File: config.mk
export PLATFORM = sky130hd
export DESIGN_NAME = bus_strobe_gen
export DESIGN_NICKNAME = d
export VERILOG_FILES = /design/src/rtl/bst_pkg.sv /design/src/rtl/bst_type_latch.sv /design/src/rtl/bst_cycle_class.sv /design/src/rtl/bst_strobe_core.sv /design/src/rtl/bus_strobe_gen.sv
export SDC_FILE = /design/constraint.sdc
export NUM_CORES = 1
export LEC_CHECK = 0
export ABC_AREA = 1
export BUFFER_PORTS_ARGS = -buffer_cell sky130_fd_sc_hd__buf_4
export CORE_AREA = 2 2 39 41
export CTS_CLUSTER_DIAMETER = 60
export DETAILED_ROUTE_END_ITERATION = 8
export DIE_AREA = 0 0 41 43
export GPL_TIMING_DRIVEN = 0
export HOLD_SLACK_MARGIN = 0.06
export PLACE_DENSITY = 0.58
export SYNTH_ARGS = -nofsm -noshare
export SYNTH_HDL_FRONTEND = slang
export SYNTH_HIERARCHICAL = 1
export SYNTH_SLANG_ARGS = --single-unit
File: constraint.sdc
create_clock -name clk -period 0.9 [get_ports clk]
set_input_delay 0.135 -clock clk [delete_from_list [all_inputs] [get_ports clk]]
set_output_delay 0.135 -clock clk [all_outputs]
set_load 0.01 [all_outputs]
File: src/rtl/bst_pkg.sv
package bst_pkg;

    localparam int ST_W   = 3;
    localparam int TYPE_W = 4;

    typedef enum logic [ST_W-1:0] {
        ST_T1   = 3'd0,
        ST_T2   = 3'd1,
        ST_T3   = 3'd2,
        ST_T4   = 3'd3,
        ST_T5   = 3'd4,
        ST_TW   = 3'd5,
        ST_TWH  = 3'd6,
        ST_IDLE = 3'd7
    } mc_state_e;

    typedef enum logic [TYPE_W-1:0] {
        CT_FETCH   = 4'd0,
        CT_MRD     = 4'd1,
        CT_MWR     = 4'd2,
        CT_SRD     = 4'd3,
        CT_SWR     = 4'd4,
        CT_IN      = 4'd5,
        CT_OUT     = 4'd6,
        CT_INTA    = 4'd7,
        CT_HALT    = 4'd8,
        CT_HALTINT = 4'd9,
        CT_NONE    = 4'd15
    } cyc_type_e;

    typedef struct packed {
        logic sync;
        logic dbin;
        logic wr;
    } strobe_t;

endpackage

File: src/rtl/bst_type_latch.sv
module bst_type_latch #(
    parameter int TYPE_W = 4,
    parameter logic [TYPE_W-1:0] RESET_CODE = '1
) (
    input  logic              clk,
    input  logic              rst_n,
    input  logic              capture_i,
    input  logic [TYPE_W-1:0] type_i,
    output logic [TYPE_W-1:0] type_o
);

    logic [TYPE_W-1:0] type_d, type_q;

    always_comb begin
        type_d = type_q;
        if (capture_i) begin
            type_d = type_i;
        end
    end

    always_ff @(posedge clk or negedge rst_n) begin
        if (!rst_n) begin
            type_q <= RESET_CODE;
        end else begin
            type_q <= type_d;
        end
    end

    assign type_o = type_q;

endmodule

File: src/rtl/bst_cycle_class.sv
module bst_cycle_class #(
    parameter int TYPE_W = 4,
    localparam int NUM_CODES = 1 << TYPE_W,
    parameter logic [NUM_CODES-1:0] RD_MASK = 16'h008B,
    parameter logic [NUM_CODES-1:0] WR_MASK = 16'h0054
) (
    input  logic [TYPE_W-1:0] type_i,
    output logic              is_rd_o,
    output logic              is_wr_o
);

    logic [NUM_CODES-1:0] code_hot;

    for (genvar c = 0; c < NUM_CODES; c++) begin : g_code
        assign code_hot[c] = (type_i == TYPE_W'(c));
    end

    assign is_rd_o = |(code_hot & RD_MASK);
    assign is_wr_o = |(code_hot & WR_MASK);

endmodule

File: src/rtl/bst_strobe_core.sv
module bst_strobe_core
    import bst_pkg::*;
(
    input  logic            clk,
    input  logic            rst_n,
    input  logic [ST_W-1:0] st_i,
    input  logic            is_rd_i,
    input  logic            is_wr_i,
    input  logic            hold_i,
    output logic            sync_o,
    output logic            dbin_o,
    output logic            wr_o
);

    strobe_t stb_d, stb_q;

    always_comb begin
        stb_d = '0;
        if (!hold_i) begin
            stb_d.sync = (st_i == ST_T1);
            stb_d.dbin = is_rd_i && ((st_i == ST_T2) || (st_i == ST_TW));
            stb_d.wr   = is_wr_i && ((st_i == ST_TW) || (st_i == ST_T3));
        end
    end

    always_ff @(posedge clk or negedge rst_n) begin
        if (!rst_n) begin
            stb_q <= '0;
        end else begin
            stb_q <= stb_d;
        end
    end

    assign sync_o = stb_q.sync;
    assign dbin_o = stb_q.dbin;
    assign wr_o   = stb_q.wr;

    AST_RW_EXCLUSIVE: assert property (@(posedge clk) disable iff (!rst_n)
        !(stb_q.dbin && stb_q.wr));
    AST_HOLD_SILENT: assert property (@(posedge clk) disable iff (!rst_n)
        hold_i |=> (stb_q == '0));
    AST_SYNC_MARKS_T1: assert property (@(posedge clk) disable iff (!rst_n)
        stb_q.sync |-> $past(st_i == ST_T1));

endmodule

File: src/rtl/bus_strobe_gen.sv
module bus_strobe_gen
    import bst_pkg::*;
(
    input  logic              clk,
    input  logic              rst_n,
    input  logic [ST_W-1:0]   mc_state_i,
    input  logic [TYPE_W-1:0] mc_type_i,
    input  logic              hold_ack_i,
    output logic              sync_o,
    output logic              dbin_o,
    output logic              wr_n_o
);

    logic [TYPE_W-1:0] type_q;
    logic              is_rd, is_wr, wr_act;

    bst_type_latch #(
        .TYPE_W     (TYPE_W),
        .RESET_CODE (CT_NONE)
    ) u_latch (
        .clk       (clk),
        .rst_n     (rst_n),
        .capture_i (mc_state_i == ST_T1),
        .type_i    (mc_type_i),
        .type_o    (type_q)
    );

    bst_cycle_class #(
        .TYPE_W (TYPE_W)
    ) u_class (
        .type_i  (type_q),
        .is_rd_o (is_rd),
        .is_wr_o (is_wr)
    );

    bst_strobe_core u_core (
        .clk     (clk),
        .rst_n   (rst_n),
        .st_i    (mc_state_i),
        .is_rd_i (is_rd),
        .is_wr_i (is_wr),
        .hold_i  (hold_ack_i),
        .sync_o  (sync_o),
        .dbin_o  (dbin_o),
        .wr_o    (wr_act)
    );

    assign wr_n_o = ~wr_act;

    AST_UNUSED_SILENT: assert property (@(posedge clk) disable iff (!rst_n)
        (type_q >= 4'd10 && mc_state_i != ST_T1) |=> (!dbin_o && wr_n_o));
    AST_TAIL_SILENT: assert property (@(posedge clk) disable iff (!rst_n)
        (mc_state_i == ST_T4 || mc_state_i == ST_T5 || mc_state_i == ST_TWH || mc_state_i == ST_IDLE)
        |=> (!sync_o && !dbin_o && wr_n_o));

endmodule

==> results by group <==
Synth
  • Synth area leaders: dfstp_2 (31%), dfrtp_1 (22%), nand2_1 (19%)
  • Adder-Cell Fraction of Synth Area: 0
  • Most frequent cell after synthesis: nand2_1
  • Async SR Flop Fraction: 1.00
  • Top cells by count, synth: nand2_1 (17), inv_1 (6), dfstp_2 (4), nor2_1 (4), dfrtp_1 (3)
  • Post-synth EDFFs: 0
  • Synth Area in Compound Gates: 0.0558
  • Synth cell types: 12
  • XOR/XNOR share of the synthesized area: 0
  • Yosys warning total: 6
  • Post-Synth Simple-Gate Area: 0.331
  • Biggest area consumer among synthesized cells: dfstp_2
  • Syn Nets: 52
  • Synth Area per Inst: 8.01 sq um
  • Yosys top cell area share: 0.312
  • Post-synthesis register bit count: 7
  • Largest family of logic cells by synthesized area: simple AND/OR/NAND/NOR gates
  • Gate Count Post-Synth: 42
  • Synth Cell Area: 337 sq um
  • Prevailing post-synth register cell: dfstp_2
  • Mux contribution to synthesized area: 0
  • Share of the yosys chip area belonging to registers: 0.535

Timing
  • Worst-Margin Slew: 0.222 ns
  • Final Max Slew Viols: 0
  • Fin Hold WS: 0.0746 ns
  • Tmin final: 1.05 ns
  • F_max: 954 MHz
  • Relative slew slack: 0.852
  • RSZ-0062 raised after global routing: true
  • Layout Skew: 0.00188 ns
  • Final Hold Viols: 0
  • # setup viols final: 3
  • Slack of the critical path: -0.148 ns
  • Fin Setup TNS: -0.344 ns
  • Fin crit share: 1.16

CTS
  • Clk_lat worst skew: 0.25 ns
  • Longest Clk Path Bufs: 2
  • TritonCTS clock tree: built
  • Clock Root Buffer: clkbuf_4
  • Num CTS Buffers: 3
  • Sink Count: 7
  • Clock-pin slew on the worst setup and hold paths: 0.05 ns
  • H-tree Lvls: 1

Power
  • Total Power: 0.877 mW
  • Power per Cell Area: 1690 nW/um^2
  • Max rail drop VDD: 0.834 mV
  • P_leak: 0.265 nW

Drt
  • Drt initial violations: 5
  • 1st-pass router iterations: 4
  • Routed vias/inst: 3.86
  • Post-Route WL: 663 microns
  • Remaining DRCs: 0
  • Post-route ant nets: 0
  • Wire per inst: 8.50 microns
  • Via count: 301

GRT
  • Met1 GRT Util: 0.102
  • First-pass GRT wire length: 993 microns
  • Vias in the first global route: 248
  • GRT Max-Usage Layer: met2
  • Antenna violations before repair: 0
  • GRT Overall Usage: 0.0890
  • Largest net degree at the start of global routing: 8
  • Met2 Use GR: 0.113
  • Overflow after GRT: 0
  • Routing usage on met3: 0.0314

Die
  • Starting density of the core: 0.243
  • Ports: 13
  • Chip Width: 41 microns
  • Core Box Area: 1380 sq um
  • # rows: 14
  • Die area: 1760 sq um
  • Die H: 43 microns

Cells and area
  • Layout cells sized above 1: 0.468
  • Final net count: 73
  • Multi-input gate area: 133 sq um
  • ANT cells: 0
  • Storage element area: 180 sq um
  • Fill cells: 154
  • Final Cell Area: 519 sq um
  • Area Overhead vs Synth: 54.3%

Critical path
  • Crit end category: register
  • Worst EP arrival: 1.19 ns
  • Critical-path maximum fanout: 3
  • WS Path Type: register to register
  • Required time of the worst setup path: 1.04 ns
  • Startpoint types: register

Placement
  • Dpl hpwl: 464 microns
  • Gpl congestion: 0.743
  • Port Buffer Count: 12
  • Placed Instance Area: 447 sq um

Worst hold path
  • Type of the tightest min-delay check: input pin to register

Run status
  • Failing checks: setup timing
  • Status: complete, but fails checks

Flow run
  • Number of max-cap violations: 0
[worst max-delay path: stages, from the launching register on]
cell and delay [ns]:
dfstp_2 0.54, buf_4 0.11, buf_6 0.08, inv_2 0.03
nand2_2 0.05, a21oi_2 0.05, nand2_1 0.05, nor2_1 0.03
[power by group]
group / switching (mW) / internal, mW
sequential: 0.0273 / 0.371
combinational: 0.0863 / 0.109
clock: 0.114 / 0.169
[through the flow]
step                std cells  worst slack (ns)   util
floorplan                  42           -0.0656      -
global placement           70            -0.129  0.323
detailed placement         70            -0.124  0.323
CTS                        76            -0.135  0.354
global route               78            -0.224  0.375
finish                     78            -0.148  0.375
[flip-flops by register name, indices dropped and copies added (netlist names)]
signal and count:
u_core/dbin_o 1, u_core/sync_o 1, u_core/wr_o 1, u_latch/type_o 4
[cells by family (layout without fill, tap and decap cells)]
logic type      after synthesis  after routing
compound gates                3              3
buf+inv                       7             27
flops                         7              7
simple gates                 25             25
[worst paths after layout]
| check | startpoint | to | slack, ns | cells after the start |
|---|---|---|---|---|
| worst max-delay path | u_latch/type_o[1] | u_core/dbin_o | -0.15 | 7 |
| worst max register to register | u_latch/type_o[1] | u_core/dbin_o | -0.15 | 7 |
| worst min register to register | u_latch/type_o[2] | u_latch/type_o[2] | 0.47 | 2 |
| worst min-delay path | mc_state_i[2] | u_core/sync_o | 0.07 | 2 |
| max in group asynchronous | rst_n | u_latch/type_o[3] | 0.46 | 2 |
| min in group asynchronous | rst_n | u_core/wr_o | 0.24 | 2 |
[layout make-up]
class | count | share of cell area
Clock buffer | 4 | 0.0506
Inverter | 7 | 0.0506
Multi-Input combinational cell | 28 | 0.255
Sequential cell | 7 | 0.347
Tap cell | 16 | 0.0386
Timing Repair Buffer | 16 | 0.258
[cells in the final DEF, fill, tap and decap left out]
cell type	instances
a21oi_1	1
buf_6	3
nor3_2	2
nor2_1	4
nand2_1	16
dfstp_2	4
inv_1	5
inv_2	2
dfrtp_1	3
o21ai_0	1
buf_4	12
or2_1	1
clkbuf_1	1
nand2_2	1
nor2_2	1
clkbuf_4	3
a21oi_2	1
dlygate4sd3_1	1
[metal layers]
layer	routed length, microns	vias to the layer above
li1	-	165
met1	300	126
met2	316	8
met3	26	2
met4	19	0
met5	0	-
[repair_timing]
item / in CTS / in global routing
buffers inserted: 1 / 2
pin swaps: 0 / 4
setup endpoints to repair: 3 / 5
resized for setup: 0 / 5
endpoints found under the hold margin: 7 / 0
hold buffers: 1 / 0
(Power assumes the default switching activity.)
